==> src/rtl/sdlb_pkg.sv <==
`timescale 1ns/1ps
package sdlb_pkg;

  // strobe sequencer state
  typedef enum logic {
    SEQ_IDLE,
    SEQ_RUN
  } seq_st_e;

  // receiver state
  typedef enum logic [1:0] {
    RX_HUNT,
    RX_DATA,
    RX_DONE
  } rx_st_e;

endpackage

==> src/rtl/sdlb_rst_sync.sv <==
`timescale 1ns/1ps
module sdlb_rst_sync (
  input  logic clk,
  input  logic rst_n,
  output logic rst_sync_n
);

  logic [1:0] sync_q;

  always_ff @(posedge clk or negedge rst_n) begin
    if (!rst_n) begin
      sync_q <= 2'b00;
    end else begin
      sync_q <= {sync_q[0], 1'b1};
    end
  end

  assign rst_sync_n = sync_q[1];

endmodule

==> src/rtl/sdlb_strobe_seq.sv <==
`timescale 1ns/1ps
module sdlb_strobe_seq
  import sdlb_pkg::*;
#(
  parameter int STB_GAP = 48,
  parameter int NSTB    = 4
) (
  input  logic            clk,
  input  logic            rst_n,
  input  logic            run,
  input  logic            start,
  output logic [NSTB-1:0] stb_o
);

  localparam int CW = $clog2(STB_GAP + 1);
  localparam int IW = (NSTB > 1) ? $clog2(NSTB) : 1;

  seq_st_e       st_q, st_d;
  logic [CW-1:0] cnt_q, cnt_d;
  logic [IW-1:0] idx_q, idx_d;
  logic          seq_en;
  logic          fire;

  always_comb begin
    st_d  = st_q;
    cnt_d = cnt_q;
    idx_d = idx_q;
    if (!run) begin
      st_d  = SEQ_IDLE;
      cnt_d = '0;
      idx_d = '0;
    end else begin
      case (st_q)
        SEQ_IDLE: begin
          if (start) begin
            st_d  = SEQ_RUN;
            cnt_d = '0;
            idx_d = '0;
          end
        end
        SEQ_RUN: begin
          if (cnt_q == CW'(STB_GAP - 1)) begin
            cnt_d = '0;
            idx_d = idx_q + 1'b1;
          end else begin
            cnt_d = cnt_q + 1'b1;
          end
          if ((cnt_q == '0) && (idx_q == IW'(NSTB - 1))) begin
            st_d  = SEQ_IDLE;
            cnt_d = '0;
            idx_d = '0;
          end
        end
        default: st_d = SEQ_IDLE;
      endcase
    end
  end

  assign seq_en = run || (st_q != SEQ_IDLE) || (cnt_q != '0) || (idx_q != '0);

  always_ff @(posedge clk or negedge rst_n) begin
    if (!rst_n) begin
      st_q  <= SEQ_IDLE;
      cnt_q <= '0;
      idx_q <= '0;
    end else if (seq_en) begin
      st_q  <= st_d;
      cnt_q <= cnt_d;
      idx_q <= idx_d;
    end
  end

  assign fire = run && (st_q == SEQ_RUN) && (cnt_q == '0);

  for (genvar k = 0; k < NSTB; k++) begin : g_stb
    assign stb_o[k] = fire && (idx_q == IW'(k));
  end

endmodule

==> src/rtl/sdlb_ser_tx.sv <==
`timescale 1ns/1ps
module sdlb_ser_tx #(
  parameter int                DATA_W  = 8,
  parameter int                PRE_LEN = 8,
  parameter logic [PRE_LEN-1:0] PRE_PAT = 8'hB4
) (
  input  logic              clk,
  input  logic              rst_n,
  input  logic              clr,
  input  logic              load,
  input  logic [DATA_W:0]   w1,
  input  logic [DATA_W:0]   w2,
  output logic              ser_vld,
  output logic              ser_bit,
  output logic              ser_pay
);

  localparam int W  = DATA_W + 1;
  localparam int SL = PRE_LEN + 2 * W;
  localparam int LW = $clog2(SL + 1);

  logic [SL-1:0] sreg_q, sreg_d;
  logic [LW-1:0] left_q, left_d;
  logic          tx_en;

  always_comb begin
    sreg_d = sreg_q;
    left_d = left_q;
    if (clr) begin
      sreg_d = '0;
      left_d = '0;
    end else if (load) begin
      sreg_d = {w2, w1, PRE_PAT};
      left_d = LW'(SL);
    end else if (left_q != '0) begin
      sreg_d = {1'b0, sreg_q[SL-1:1]};
      left_d = left_q - 1'b1;
    end
  end

  assign tx_en = clr || load || (left_q != '0);

  always_ff @(posedge clk or negedge rst_n) begin
    if (!rst_n) begin
      sreg_q <= '0;
      left_q <= '0;
    end else if (tx_en) begin
      sreg_q <= sreg_d;
      left_q <= left_d;
    end
  end

  assign ser_vld = (left_q != '0);
  assign ser_bit = sreg_q[0];
  assign ser_pay = ser_vld && (left_q <= LW'(2 * W));

endmodule

==> src/rtl/sdlb_ser_par.sv <==
`timescale 1ns/1ps
module sdlb_ser_par #(
  parameter int W  = 9,
  parameter int NW = 2
) (
  input  logic clk,
  input  logic rst_n,
  input  logic clr,
  input  logic vld,
  input  logic pay,
  input  logic bit_i,
  output logic err_pulse_o
);

  localparam int BW = $clog2(W);
  localparam int GW = (NW > 1) ? $clog2(NW) : 1;

  logic [BW-1:0] bc_q, bc_d;
  logic [GW-1:0] gc_q, gc_d;
  logic          acc_q, acc_d;
  logic          err_q, err_d;
  logic          pls_q, pls_d;
  logic          acc_n;
  logic          grp_bad;
  logic          par_en;

  always_comb begin
    bc_d    = bc_q;
    gc_d    = gc_q;
    acc_d   = acc_q;
    err_d   = err_q;
    pls_d   = 1'b0;
    acc_n   = acc_q ^ bit_i;
    grp_bad = ~acc_n;
    if (clr) begin
      bc_d  = '0;
      gc_d  = '0;
      acc_d = 1'b0;
      err_d = 1'b0;
    end else if (vld && pay) begin
      if (bc_q == BW'(W - 1)) begin
        bc_d  = '0;
        acc_d = 1'b0;
        if (gc_q == GW'(NW - 1)) begin
          gc_d  = '0;
          err_d = 1'b0;
          pls_d = err_q | grp_bad;
        end else begin
          gc_d  = gc_q + 1'b1;
          err_d = err_q | grp_bad;
        end
      end else begin
        bc_d  = bc_q + 1'b1;
        acc_d = acc_n;
      end
    end
  end

  assign par_en = clr || vld || pls_q;

  always_ff @(posedge clk or negedge rst_n) begin
    if (!rst_n) begin
      bc_q  <= '0;
      gc_q  <= '0;
      acc_q <= 1'b0;
      err_q <= 1'b0;
      pls_q <= 1'b0;
    end else if (par_en) begin
      bc_q  <= bc_d;
      gc_q  <= gc_d;
      acc_q <= acc_d;
      err_q <= err_d;
      pls_q <= pls_d;
    end
  end

  assign err_pulse_o = pls_q;

endmodule

==> src/rtl/sdlb_des_rx.sv <==
`timescale 1ns/1ps
module sdlb_des_rx
  import sdlb_pkg::*;
#(
  parameter int                DATA_W  = 8,
  parameter int                PRE_LEN = 8,
  parameter logic [PRE_LEN-1:0] PRE_PAT = 8'hB4
) (
  input  logic              clk,
  input  logic              rst_n,
  input  logic              clr,
  input  logic              vld,
  input  logic              bit_i,
  output logic              pre_pulse_o,
  output logic              perr_pulse_o,
  output logic [DATA_W-1:0] w1_o,
  output logic [DATA_W-1:0] w2_o
);

  localparam int W  = DATA_W + 1;
  localparam int DW = 2 * W;
  localparam int MX = (PRE_LEN > DW) ? PRE_LEN : DW;
  localparam int CW = $clog2(MX + 1);

  rx_st_e             st_q, st_d;
  logic [CW-1:0]      cnt_q, cnt_d;
  logic [PRE_LEN-1:0] win_q, win_d, win_n;
  logic [DW-1:0]      dsr_q, dsr_d, dsr_n;
  logic [DATA_W-1:0]  w1_q, w1_d, w2_q, w2_d;
  logic               pre_q, pre_d;
  logic               perr_q, perr_d;
  logic               rx_en;

  assign win_n = {bit_i, win_q[PRE_LEN-1:1]};
  assign dsr_n = {bit_i, dsr_q[DW-1:1]};

  always_comb begin
    st_d   = st_q;
    cnt_d  = cnt_q;
    win_d  = win_q;
    dsr_d  = dsr_q;
    w1_d   = w1_q;
    w2_d   = w2_q;
    pre_d  = 1'b0;
    perr_d = 1'b0;
    if (clr) begin
      st_d  = RX_HUNT;
      cnt_d = '0;
      win_d = '0;
      dsr_d = '0;
      w1_d  = '0;
      w2_d  = '0;
    end else if (vld) begin
      case (st_q)
        RX_HUNT: begin
          win_d = win_n;
          if (cnt_q != CW'(PRE_LEN)) begin
            cnt_d = cnt_q + 1'b1;
          end
          if ((cnt_q >= CW'(PRE_LEN - 1)) && (win_n == PRE_PAT)) begin
            st_d  = RX_DATA;
            cnt_d = '0;
            pre_d = 1'b1;
          end
        end
        RX_DATA: begin
          dsr_d = dsr_n;
          if (cnt_q == CW'(DW - 1)) begin
            st_d   = RX_DONE;
            cnt_d  = '0;
            w1_d   = dsr_n[DATA_W-1:0];
            w2_d   = dsr_n[W+DATA_W-1:W];
            perr_d = !(^dsr_n[W-1:0]) || !(^dsr_n[DW-1:W]);
          end else begin
            cnt_d = cnt_q + 1'b1;
          end
        end
        default: begin
          st_d = RX_DONE;
        end
      endcase
    end
  end

  assign rx_en = clr || vld || pre_q || perr_q;

  always_ff @(posedge clk or negedge rst_n) begin
    if (!rst_n) begin
      st_q   <= RX_HUNT;
      cnt_q  <= '0;
      win_q  <= '0;
      dsr_q  <= '0;
      w1_q   <= '0;
      w2_q   <= '0;
      pre_q  <= 1'b0;
      perr_q <= 1'b0;
    end else if (rx_en) begin
      st_q   <= st_d;
      cnt_q  <= cnt_d;
      win_q  <= win_d;
      dsr_q  <= dsr_d;
      w1_q   <= w1_d;
      w2_q   <= w2_d;
      pre_q  <= pre_d;
      perr_q <= perr_d;
    end
  end

  assign pre_pulse_o  = pre_q;
  assign perr_pulse_o = perr_q;
  assign w1_o         = w1_q;
  assign w2_o         = w2_q;

endmodule

==> src/rtl/sdlb_diag.sv <==
`timescale 1ns/1ps
module sdlb_diag #(
  parameter int                DATA_W  = 8,
  parameter int                STB_GAP = 48,
  parameter int                PRE_LEN = 8,
  parameter logic [PRE_LEN-1:0] PRE_PAT = 8'hB4
) (
  input  logic            clk,
  input  logic            rst_n,
  input  logic            test_en,
  input  logic            sector_begin,
  input  logic [DATA_W:0] host_byte_i,
  output logic [3:0]      byte_stb_o,
  output logic [DATA_W:0] resp_byte_o,
  output logic            perr_ser_o,
  output logic            perr_des_o,
  output logic            perr_fx_o,
  output logic            preamble_o
);

  localparam int W    = DATA_W + 1;
  localparam int NSTB = 4;

  logic              rst_i_n;
  logic [NSTB-1:0]   stb;
  logic              loop_clr;
  logic [W-1:0]      w1_q, w1_d;
  logic              ser_vld, ser_bit, ser_pay;
  logic              ser_pls, des_pls, pre_pls;
  logic [DATA_W-1:0] rx_w1, rx_w2;
  logic [W-1:0]      rsp;
  logic              fx_q, fx_d;

  sdlb_rst_sync u_rst (
    .clk        (clk),
    .rst_n      (rst_n),
    .rst_sync_n (rst_i_n)
  );

  sdlb_strobe_seq #(
    .STB_GAP (STB_GAP),
    .NSTB    (NSTB)
  ) u_seq (
    .clk   (clk),
    .rst_n (rst_i_n),
    .run   (test_en),
    .start (sector_begin),
    .stb_o (stb)
  );

  // flush the loop on abort and at the start of every exchange
  assign loop_clr = !test_en || stb[0];

  // first stimulus byte held until the second arrives
  always_comb begin
    w1_d = w1_q;
    if (stb[0]) begin
      w1_d = host_byte_i;
    end
  end

  always_ff @(posedge clk or negedge rst_i_n) begin
    if (!rst_i_n) begin
      w1_q <= '0;
    end else if (stb[0]) begin
      w1_q <= w1_d;
    end
  end

  sdlb_ser_tx #(
    .DATA_W  (DATA_W),
    .PRE_LEN (PRE_LEN),
    .PRE_PAT (PRE_PAT)
  ) u_tx (
    .clk     (clk),
    .rst_n   (rst_i_n),
    .clr     (loop_clr),
    .load    (stb[1]),
    .w1      (w1_q),
    .w2      (host_byte_i),
    .ser_vld (ser_vld),
    .ser_bit (ser_bit),
    .ser_pay (ser_pay)
  );

  sdlb_ser_par #(
    .W  (W),
    .NW (2)
  ) u_spar (
    .clk         (clk),
    .rst_n       (rst_i_n),
    .clr         (loop_clr),
    .vld         (ser_vld),
    .pay         (ser_pay),
    .bit_i       (ser_bit),
    .err_pulse_o (ser_pls)
  );

  sdlb_des_rx #(
    .DATA_W  (DATA_W),
    .PRE_LEN (PRE_LEN),
    .PRE_PAT (PRE_PAT)
  ) u_rx (
    .clk          (clk),
    .rst_n        (rst_i_n),
    .clr          (loop_clr),
    .vld          (ser_vld),
    .bit_i        (ser_bit),
    .pre_pulse_o  (pre_pls),
    .perr_pulse_o (des_pls),
    .w1_o         (rx_w1),
    .w2_o         (rx_w2)
  );

  // response path: parity bit forced to the even (wrong) value
  always_comb begin
    rsp = '0;
    if (stb[2]) begin
      rsp = {^rx_w1, rx_w1};
    end else if (stb[3]) begin
      rsp = {^rx_w2, rx_w2};
    end
  end

  // return-path odd-parity checker
  always_comb begin
    fx_d = test_en && (stb[2] || stb[3]) && !(^rsp);
  end

  always_ff @(posedge clk or negedge rst_i_n) begin
    if (!rst_i_n) begin
      fx_q <= 1'b0;
    end else if (fx_q || fx_d) begin
      fx_q <= fx_d;
    end
  end

  assign byte_stb_o  = stb;
  assign resp_byte_o = test_en ? rsp : '0;
  assign perr_ser_o  = test_en && ser_pls;
  assign perr_des_o  = test_en && des_pls;
  assign perr_fx_o   = test_en && fx_q;
  assign preamble_o  = test_en && pre_pls;

endmodule

==> config.mk <==
export PLATFORM = sky130hd
export DESIGN_NAME = sdlb_diag
export DESIGN_NICKNAME = d
export VERILOG_FILES = /design/src/rtl/sdlb_pkg.sv /design/src/rtl/sdlb_rst_sync.sv /design/src/rtl/sdlb_strobe_seq.sv /design/src/rtl/sdlb_ser_tx.sv /design/src/rtl/sdlb_ser_par.sv /design/src/rtl/sdlb_des_rx.sv /design/src/rtl/sdlb_diag.sv
export SDC_FILE = /design/constraint.sdc
export NUM_CORES = 1
export LEC_CHECK = 0
export BUFFER_PORTS_ARGS = -buffer_cell sky130_fd_sc_hd__buf_2
export CAP_MARGIN = 10
export CELL_PAD_IN_SITES_DETAIL_PLACEMENT = 0
export CELL_PAD_IN_SITES_GLOBAL_PLACEMENT = 1
export CORE_MARGIN = 3
export CORE_UTILIZATION = 30
export CTS_CLUSTER_SIZE = 14
export DETAILED_ROUTE_END_ITERATION = 10
export PLACE_DENSITY = 0.62
export SLEW_MARGIN = 10
export SYNTH_ARGS = -nofsm -noshare
export SYNTH_HDL_FRONTEND = slang
export SYNTH_SLANG_ARGS = --single-unit
export TNS_END_PERCENT = 50
==> constraint.sdc <==
create_clock -name clk -period 3 [get_ports clk]
set_input_delay 0.45 -clock clk [delete_from_list [all_inputs] [get_ports clk]]
set_output_delay 0.45 -clock clk [all_outputs]
set_load 0.1 [all_outputs]
Word-level counts from Yosys, hierarchy flattened
Cells that the tools add are included.
{"block": "op_classes", "addsub": 6, "n_lt_le_gt_ge": 2, "n_eq_ne": 14, "n_mux": 74, "bitwise_logic": 4, "reduce_logical": 62}
{"operator": "$mux 8", "n": 11}
{"operator": "$mux 26", "n": 3}
{"operator": "$mux 18", "n": 3}
{"operator": "$mux 5", "n": 8}
{"operator": "$mux 9", "n": 3}
{"operator": "$reduce_xor 9->1", "n": 3}
{"operator": "$mux 1", "n": 26}
{"operator": "$mux 6", "n": 4}
{"operator": "$logic_and 1x1->1", "n": 16}
{"operator": "$mux 2", "n": 8}
{"operator": "$reduce_xor 8->1", "n": 2}
{"operator": "$reduce_bool 2->1", "n": 7}
{"operator": "$logic_or 1x1->1", "n": 13}
{"operator": "$mux 4", "n": 3}
{"operator": "$pmux 6 s2", "n": 1}
{"operator": "$reduce_and 3->1", "n": 4}
{"operator": "$reduce_and 4->1", "n": 3}
{"operator": "$pmux 5 s2", "n": 1}
{"operator": "$eq 8x8->1 const B", "n": 1}
{"operator": "$pmux 2 s2", "n": 2}
{"operator": "$add 6x1->6 const B", "n": 1}
{"operator": "$eq 6x6->1 const B", "n": 1}
{"operator": "$logic_not 6->1", "n": 1}
{"operator": "$ne 3x1->1 const B", "n": 2}
{"operator": "25 further kinds", "n": 35}
{"block": "word_totals", "reg_bits": 111, "output_inout_bits": 17, "wordCells": 183}

Longest topological paths before layout
Gate-level depths: netlist of run 1.
{"block": "depth", "depth_word": 9, "ltp_mapped": 8}

Cells and area by module
A second synthesis of run 1 with hierarchy kept.
{"block": "unflattened", "cells_unflattened": 551, "area_unflattened_um2": 5605.4}
{"mod": "sdlb_des_rx", "instances": 1, "cells_each": 207, "area_per_inst_um2": 2244.7}
{"mod": "sdlb_ser_tx", "instances": 1, "cells_each": 164, "area_per_inst_um2": 1567.8}
{"mod": "sdlb_diag", "instances": 1, "cells_each": 67, "area_per_inst_um2": 670.6}
{"mod": "sdlb_strobe_seq", "instances": 1, "cells_each": 65, "area_per_inst_um2": 629.4}
{"mod": "sdlb_ser_par", "instances": 1, "cells_each": 45, "area_per_inst_um2": 439.2}
{"mod": "sdlb_rst_sync", "instances": 1, "cells_each": 3, "area_per_inst_um2": 53.8}

Worst setup path before layout of run 1
Ideal clock, no wire load.
{"block": "synth_timing", "path_kind": "input port to output port", "start": "in test_en", "end": "out resp_byte_o[0]", "arrival_ps": 2447, "t_required_ps": 2550, "slack_ps": 103, "stages": 4, "path_buffers": 2, "path_cell_list": "clkbuf_1 > nand4_1 > clkbuf_1 > nor2_1"}
{"block": "synth_via", "elab_chain_cells": 6, "word_cells_on_any_way": 7, "classes_between": "mux (3); reduce/logical (4)"}
{"item": "from (decl)", "line_no": "sdlb_diag.sv:10", "source": "input logic test_en,"}
{"item": "$logic_and 1x1->1 (2 in a row)", "line_no": "sdlb_strobe_seq.sv:73", "source": "assign fire = run && (st_q == SEQ_RUN) && (cnt_q == '0);"}
{"item": "$logic_and 1x1->1", "line_no": "sdlb_strobe_seq.sv:76", "source": "assign stb_o[k] = fire && (idx_q == IW'(k));"}
{"item": "$mux 9", "line_no": "sdlb_diag.sv:120", "source": "end else if (stb[3]) begin"}
{"item": "$mux 9", "line_no": "sdlb_diag.sv:118", "source": "if (stb[2]) begin"}
{"item": "$mux 9 (*)", "line_no": "sdlb_diag.sv:139", "source": "assign resp_byte_o = test_en ? rsp : '0;"}
{"item": "to (decl)", "line_no": "sdlb_diag.sv:14", "source": "output logic [DATA_W:0] resp_byte_o,"}
Every way passes the cells marked *; elsewhere a longest branch is shown, timed or not.

Worst setup path in the final report of run 1
{"block": "layout_timing", "start": "reg u_seq.cnt_q[2]", "end": "out byte_stb_o[0]"}
{"block": "layout_via", "elab_chain_cells": 3}
{"item": "from (decl)", "line_no": "sdlb_strobe_seq.sv:19", "source": "logic [CW-1:0] cnt_q, cnt_d;"}
{"item": "from (signal assigned)", "line_no": "sdlb_strobe_seq.sv:68", "source": "cnt_q <= cnt_d;"}
{"item": "$logic_not 6->1", "line_no": "sdlb_strobe_seq.sv:73"}
{"item": "$logic_and 1x1->1", "line_no": "sdlb_strobe_seq.sv:73"}
{"item": "$logic_and 1x1->1", "line_no": "sdlb_strobe_seq.sv:76"}
{"item": "to (decl)", "line_no": "sdlb_diag.sv:13", "source": "output logic [3:0] byte_stb_o,"}
Every way passes these cells.

==> results.cfg, run 1 <==
[status]
run_status = complete, no violations

[global_route]
grt_use_total_pct = 12.0
grt_max_degree = 42
grt_overflow = 0
grt_pass1_wl_um = 19500
grt_pass1_vias = 3830
antenna_found_initial = 0

[timing]
clock-skew-final_ps = 11.4
period_share_pct = 90.3
rsz0062_at_grt = no
period_needed_ps = 2710
setup-violations-final = 0
max_freq_mhz = 369
maxSlewHeadroom_pct = 50.7
worst_pin_slew_ps = 736
maxSlewViolCount = 0
fin_tns_setup_ps = 0
final_hold_viol_count = 0

[critical_path]
r2r_slack_ps = 650
critPathTopFamily = simple AND/OR/NAND/NOR gates
path_buf_inv = 2
crit_path_end_kind = output pin
worstSetupPathType = register to output pin
crit_arrival_ps = 2260
cp_data_required_time_ps = 2550
path_cells = nor4_4 -> and2_1 -> nand4_4 -> inv_2 -> buf_2
critical_path_peak_fanout = 10
r2r_end = u_rx.w2_o[4]
timing.rr.start = u_seq.cnt_q[2]
cp-start-kind = register
ff2ff_path_depth = 5
crit_slowest_cell = dfrtp_1
cpPeakStageDelay_ps = 440

[final_layout]
areaGrowthSynthToFinish_pct = 12.5
fin_area_mm2 = 0.00625
layout-drive-gt1-share_pct = 15.6
layout_common_cells = dfrtp_1, nand2_1, nor2_1
fin_cells = 801
nFillCells = 1811
antenna_cells = 0
final_common_cell = dfrtp_1
multiInputGateArea_mm2 = 0.00262
nNetsFinal = 594
regArea_mm2 = 0.00273

[floorplan]
die_w_um = 142
fp.dieH_um = 142
io_pins = 30
dieArea_mm2 = 0.0202
start_util_pct = 30.7
core-area_mm2 = 0.0181
rows = 49

[yosys]
synth_ff_type = dfrtp_1
synth-edff-count = 0
ys_types = 56
ys_seq_elements = 109
ys_seq_area_share_pct = 49.1
syn_nets = 571
yosysWarnings = 0
syn_area_per_cell_um2 = 10.2
synth_cells = 544
async_flop_share_pct = 100
syn_area_mm2 = 0.00556

[pwr]
power.density_mw_per_mm2 = 634
p_comb_share_pct = 26.9
p_int_uw = 2640
p_sw_uw = 1330
seqPwrFrac_pct = 41.8
p_leak_uw = 0.00270
ir_drop_v = 0.000522
power_frac_clock_pct = 31.3
p_sw_share_pct = 33.5

[place]
gp_congestion = 0.783
dpl_cell_area_mm2 = 0.00593
place_inst = 784
dpl.hpwl_um = 7930
port_buffers = 29

[flow_run]
maxCapViolCount = 0

[clock_network]
cts_tree = built
clk_latency_ps = 360
cts-root-buf = clkbuf_16
cts_sinks = 109
path_clk_slew_ps = 80
post-cts-setup-buffers = 0
ctsHtreeMaxLevel = 3
cts_made_buffers = 9
clk_path_buf_depth = 2

[routing]
drt_iter0_drc = 203
viasPerCell = 4.88
drt-pass1-iter-count = 4
ant_nets = 0
wl_um = 11500
vias = 3909
drcViolationCount = 0
wl_per_cell_um = 14.3

[hold_path]
hold_depth = 2
hold_class = primary input to register
min_to = w1_q[3]
hp-start = host_byte_i[3]
-- through the flow --
step / util, % / total power, uW / setup slack (ps) / hold WS (ps)
floorplan: - / 2530 / 103 / 154
global placement: 32.8 / 2760 / 693 / 234
detailed placement: 32.8 / 2770 / 636 / 237
CTS: 34.6 / 4030 / 234 / 317
global route: 34.6 / 4220 / 103 / 322
finish: 34.6 / 3970 / 290 / 332
-- registers in the layout (all words and copies together) (netlist names), 2 cells and up --
name	count
u_rx.win_q	7
u_rst.sync_q	2
u_rx.w2_o	8
u_seq.idx_q	2
u_seq.cnt_q	6
u_rx.cnt_q	5
u_rx.dsr_q	17
w1_q	9
u_rx.w1_o	8
u_tx.sreg_q	26
u_rx.st_q	2
u_spar.bc_q	4
u_tx.left_q	5
-- repair_timing --
item / in CTS / in global routing
hold buffers: 1 / 0
endpoints found under the hold margin: 2 / 0
gates resized for setup: 0 / 1
setup endpoints to repair: 0 / 2
-- worst max path at each step --
stage	from	end	slack (ps)	cells past startpoint
global placement	u_seq.cnt_q[2]	byte_stb_o[0]	690	5
finish	u_seq.cnt_q[2]	byte_stb_o[0]	290	5
CTS	u_seq.idx_q[0]	resp_byte_o[7]	230	6
floorplan	test_en	resp_byte_o[0]	100	4
global route	u_seq.cnt_q[2]	byte_stb_o[0]	100	5
detailed placement	u_seq.idx_q[0]	resp_byte_o[7]	640	6
-- cells in the mapped netlist (all sizes together), types with 2 or more instances --
cell type,number,area (um^2)
dfrtp,109,2730
nand2,76,285
nor2,57,219
a21oi,39,199
xnor2,30,263
mux2i,25,250
buf,21,124
a211oi,18,220
nand3,18,90.1
inv,17,63.8
a22o,16,140
ha,14,175
a31oi,13,87.6
a22oi,9,67.6
mux2,9,101
o21ai,9,45.0
clkbuf,7,26.3
and2,6,37.5
xor2,6,52.6
nor2b,5,31.3
nor3,5,30.0
nand2b,4,25.0
nand4,3,33.8
and3,2,12.5
nand4bb,2,22.5
nor3b,2,15.0
or2,2,12.5
or3,2,12.5
-- kinds of logic after synthesis --
| group | after synthesis | share of synthesized area [%] |
|---|---|---|
| mux | 34 | 6.33 |
| xor+xnor | 36 | 5.67 |
| fa+ha+maj | 14 | 3.15 |
| simple gates | 192 | 16.7 |
| compound gates | 112 | 15.1 |
| other cells | 1 | 0.0675 |
| flops | 109 | 49.1 |
| buf+inv | 46 | 3.92 |
-- cell type report --
cell class	count	area share, %
inverters	18	1.08
flip-flops and latches	109	43.7
clock buffers	10	3.82
clock inverters	6	1.12
multi-input cells	389	41.8
well taps	229	4.58
repair buffers	40	3.92
-- power groups by stage --
stage | Clock (uW) | Combinational (uW) | Sequential [uW]
global placement | 0 | 1070 | 1690
detailed placement | 0 | 1080 | 1690
CTS | 1290 | 1090 | 1660
finish | 1240 | 1070 | 1660
global route | 1350 | 1200 | 1680
floorplan | 0 | 852 | 1670
-- layer usage --
metal | up-vias | global-route usage, % | share of wire [%]
met5 | - | 0 | 0
met4 | 0 | 4.09 | 1.8
met3 | 16 | 2.72 | 3.4
met2 | 65 | 18.5 | 45
met1 | 1911 | 16.6 | 50
li1 | 1917 | - | -
(Power assumes the default switching activity.)
==> run 2: changes to the inputs <==
Settings changed: PLACE_DENSITY 0.62 to 0.6.
Clock period 3 ns to 2.9 ns, I/O delays scaled along.
==> run 2 against run 1 <==
  * Setup slack got worse by 17 ps
  * Largest power group unchanged
  * Sequential share of layout area decreased by 0.14 points
  * Global-route usage grew 0.30 points
  * Final cell count down 0.25%
  * Worst hold slack got worse by 16 ps
  * Power up 4.0%
  * Clock skew fell by 2.8 ps
  * Non-clock buffer count did not move
  * Via count grew 0.64%
  * Sequential power rose by 3%
  * Critical endpoint is now resp_byte_o[3]
==> results.cfg, run 2 (same netlist as run 1, synthesis figures left out) <==
[place]
port_buffers = 29
dpl_cell_area_mm2 = 0.00596
gp_congestion = 0.780
dpl.hpwl_um = 7850

[pwr]
p_leak_uw = 0.00270
p_int_uw = 2780
seqPwrFrac_pct = 41.4
p_sw_uw = 1340
power_frac_clock_pct = 31.2
ir_drop_v = 0.000505
p_comb_share_pct = 27.4
p_sw_share_pct = 32.6
power.density_mw_per_mm2 = 658

[status]
run_status = complete, no violations

[floorplan]
core-area_mm2 = 0.0181
start_util_pct = 30.7
rows = 49
fp.dieH_um = 142
io_pins = 30
dieArea_mm2 = 0.0202
die_w_um = 142

[routing]
wl_um = 11600
viasPerCell = 4.92
drt-pass1-iter-count = 4
ant_nets = 0
drt_iter0_drc = 224
drcViolationCount = 0
wl_per_cell_um = 14.5
vias = 3934

[global_route]
grt_max_degree = 108
grt_overflow = 0
grt_use_total_pct = 12.3
antenna_found_initial = 0
grt_pass1_vias = 3846
grt_pass1_wl_um = 20100

[clock_network]
cts-root-buf = clkbuf_16
ctsHtreeMaxLevel = 3
post-cts-setup-buffers = 0
cts_tree = built
clk_latency_ps = 350
path_clk_slew_ps = 70
cts_sinks = 109
cts_made_buffers = 9
clk_path_buf_depth = 2

[final_layout]
areaGrowthSynthToFinish_pct = 12.9
layout_common_cells = dfrtp_1, nand2_1, nor2_1
top_regs = u_tx.sreg_q (26), u_rx.dsr_q (17), w1_q (9)
antenna_cells = 0
nNetsFinal = 594
regMostFlops = u_tx.sreg_q
fin_util_pct = 34.7
fin_area_mm2 = 0.00627
final_common_cell = dfrtp_1
layout-drive-gt1-share_pct = 15.1
largest_reg_flops = 26

[timing]
worst_pin_slew_ps = 734
max_freq_mhz = 381
maxSlewHeadroom_pct = 50.8
period_needed_ps = 2630
period_share_pct = 90.6
fin_hold_ws_ps = 315
rsz0062_at_grt = no
clock-skew-final_ps = 8.60
setup-violations-final = 0
maxSlewViolCount = 0
fin_tns_setup_ps = 0
final_hold_viol_count = 0

[critical_path]
critPathTopFamily = buffers and inverters
path_buf_inv = 2
worstSetupPathType = register to output pin
cp_data_required_time_ps = 2470
cp-start-kind = register
crit_path_end_kind = output pin
crit_slowest_cell = buf_2
cpPeakStageDelay_ps = 430
critical_path_peak_fanout = 11
path_cells = inv_1 -> ha_1 -> nor2_2 -> a22oi_1 -> nor2_1 -> buf_2
crit_arrival_ps = 2190

[hold_path]
hold_class = primary input to register

[flow_run]
maxCapViolCount = 0
==> run 2: cell types whose count changed in the layout (fill, tap and decap cells not counted), sizes merged <==
cell,previous run,this run
bufinv,1,2
clkinv,4,1
clkinvlp,0,2
inv,19,17
==> run 2: layer usage <==
layer / share of wire, % / global-route usage (%)
met5: 0 / 0
met4: 1.2 / 3.23
met3: 4.7 / 3.46
met2: 45 / 18.7
met1: 49 / 17.2
==> run 2: layout make-up <==
class | count | area [um^2]
clock inverters | 4 | 75.1
multi-input cells | 389 | 2620
inverters | 18 | 67.6
repair buffers | 40 | 270
flip-flops and latches | 109 | 2730
fillers | 1820 | 11800
well taps | 229 | 287
clock buffers | 10 | 229
==> run 2: path summary, 6_finish.rpt <==
path / cells past startpoint / slack (ps) / from / to
setup / recovery: 6 / 270 / u_seq.idx_q[0] / resp_byte_o[3]
hold / removal: 2 / 320 / host_byte_i[5] / w1_q[5]
setup reg to reg: 6 / 710 / u_seq.cnt_q[2] / u_tx.sreg_q[16]
hold reg to reg: 1 / 350 / u_rst.sync_q[1] / u_spar.bc_q[2]
max in group asynchronous: 1 / 2030 / u_rst.sync_q[1] / u_seq.idx_q[1]
min in group asynchronous: 1 / 350 / u_rst.sync_q[1] / u_spar.bc_q[2]
==> run 2: what timing repair did <==
action	CTS	global route
setup endpoints to repair	0	9
resized for setup	0	1
hold buffers	1	0
hold endpoints to repair	2	0
==> run 2: metrics by stage <==
stage               power [uW]  setup slack (ps)  instances
floorplan                 2610              32.9        544
global placement          2860               611        784
detailed placement        2880               509        784
CTS                       4190               116        799
global route              4390              68.3        799
finish                    4130               273        799
==> run 2: power by group through the flow <==
| stage | combinational (uW) | sequential, uW | clock [uW] |
|---|---|---|---|
| after floorplan | 881 | 1730 | 0 |
| after global placement | 1130 | 1730 | 0 |
| after detailed placement | 1140 | 1740 | 0 |
| after CTS | 1150 | 1710 | 1340 |
| after global routing | 1260 | 1720 | 1400 |
| final | 1130 | 1710 | 1290 |
==> run 3: changes to the inputs <==
Settings changed: CTS_BUF_LIST from default to sky130_fd_sc_hd__clkbuf_16, RECOVER_POWER from default to 25.
==> run 3 against run 2 <==
  * Die area unchanged
  * Core utilization decreased by 0.076 points
  * Register-to-register slack about the same
  * Critical endpoint unchanged
  * Clock skew about the same
  * Flip-flop and latch count unchanged
  * Largest cell class unchanged
  * Sequential power about the same
  * Via count decreased by 0.43%
  * Fmax about the same
  * Wire length decreased by 0.47%
  * Final cell count unchanged
==> results.cfg, run 3 (same netlist as run 1, synthesis figures left out) <==
[timing]
maxSlewHeadroom_pct = 2.28
maxSlewViolCount = 0
rsz0062_at_grt = no
max_freq_mhz = 380
clock-skew-final_ps = 8.95
period_share_pct = 90.7
period_needed_ps = 2630
setup-violations-final = 0
worst_pin_slew_ps = 1470
final_hold_viol_count = 0
fin_tns_setup_ps = 0

[floorplan]
core-area_mm2 = 0.0181
dieArea_mm2 = 0.0202
io_pins = 30
die_w_um = 142
rows = 49
start_util_pct = 30.7
fp.dieH_um = 142

[routing]
viasPerCell = 4.90
drt_iter0_drc = 240
ant_nets = 0
drt-pass1-iter-count = 4
wl_um = 11500
wl_per_cell_um = 14.4
vias = 3917
drcViolationCount = 0

[clock_network]
ctsHtreeMaxLevel = 3
cts-root-buf = clkbuf_16
clk_path_buf_depth = 2
cts_tree = built
path_clk_slew_ps = 70
cts_sinks = 109
cts_made_buffers = 9
clk_latency_ps = 350
post-cts-setup-buffers = 0

[critical_path]
ff2ff_path_depth = 6
cpPeakStageDelay_ps = 430
cp-start-kind = register
crit_path_end_kind = output pin
critical_path_peak_fanout = 11
path_depth = 6
crit_arrival_ps = 2190
path_cells = inv_1 -> ha_1 -> nor2_2 -> a22oi_1 -> nor2_1 -> buf_2
critPathTopFamily = buffers and inverters
crit_slowest_cell = buf_2
worstSetupPathType = register to output pin
cp_data_required_time_ps = 2470
path_buf_inv = 2

[global_route]
antenna_found_initial = 0
grt_pass1_wl_um = 20100
grt_max_degree = 108
grt_overflow = 0
grt_use_total_pct = 12.3
grt_pass1_vias = 3846

[place]
port_buffers = 29
dpl_cell_area_mm2 = 0.00596
gp_congestion = 0.780
dpl.hpwl_um = 7850

[final_layout]
final_common_cell = dfrtp_1
fin_area_mm2 = 0.00626
layout-drive-gt1-share_pct = 14.9
regArea_mm2 = 0.00273
areaGrowthSynthToFinish_pct = 12.7
nNetsFinal = 594
antenna_cells = 0
nFillCells = 1822
largest_reg_flops = 26
multiInputGateArea_mm2 = 0.00262
layout_common_cells = dfrtp_1, nand2_1, nor2_1
top_regs = u_tx.sreg_q (26), u_rx.dsr_q (17), w1_q (9)
regMostFlops = u_tx.sreg_q

[status]
run_status = complete, no violations

[hold_path]
hold_depth = 2
hold_class = primary input to register

[pwr]
p_leak_uw = 0.00269
ir_drop_v = 0.000507
power.density_mw_per_mm2 = 658

[flow_run]
maxCapViolCount = 0
-- run 3: cell count changes in the layout (fill, tap and decap cells not counted), sizes merged --
cell,change
inv,+1
clkbuf,+1
buf,-2
-- run 3: path summary, 6_finish.rpt --
path                                      start  slack (ps)               to
worst max-delay path             u_seq.idx_q[0]         270   resp_byte_o[3]
worst min-delay path             host_byte_i[5]         310          w1_q[5]
worst max register to register   u_seq.cnt_q[2]         710  u_tx.sreg_q[16]
worst min register to register  u_rst.sync_q[0]         360  u_rst.sync_q[1]
max in group asynchronous       u_rst.sync_q[1]        1230    u_rx.cnt_q[1]
min in group asynchronous                 rst_n         400  u_rst.sync_q[1]
-- run 3: timing repair --
item / CTS / global route
hold endpoints to repair: 2 / 0
resized for setup: 0 / 1
setup endpoints to repair: 0 / 9
hold buffers: 1 / 0
-- run 3: final cells by class --
cell class	instances	share of cell area (%)
Tap cell	229	4.58
Inverter	18	1.08
Timing Repair Buffer	40	4.10
Multi-Input combinational cell	389	41.8
Clock buffer	9	3.60
Sequential cell	109	43.6
Clock inverter	5	1.26
-- run 3: power breakdown --
group          leakage [uW]  internal (uW)  switching (uW)
Combinational       0.00106            423             706
Sequential          0.00149           1610            97.4
Clock              0.000145            744             542
Total               0.00269           2780            1340
-- run 3: metrics by stage --
step | utilization [%] | cells | setup WS (ps) | power [uW] | hold slack, ps
final | 34.6 | 799 | 271 | 4120 | 314
after CTS | 34.7 | 799 | 116 | 4190 | 297
after global routing | 34.6 | 799 | 68.3 | 4380 | 299
after detailed placement | 32.9 | 784 | 509 | 2880 | 221
after global placement | 32.9 | 784 | 611 | 2860 | 220
after floorplan | - | 544 | 32.9 | 2610 | 139
-- run 3: metal layers --
metal / part of all wire (%) / global-route usage [%] / vias to the layer above / wire (um)
met5: 0 / 0 / - / 0
met4: 1.2 / 3.23 / 0 / 135
met3: 3.7 / 3.46 / 10 / 432
met2: 46 / 18.7 / 70 / 5300
met1: 49 / 17.2 / 1911 / 5680
li1: - / - / 1926 / -
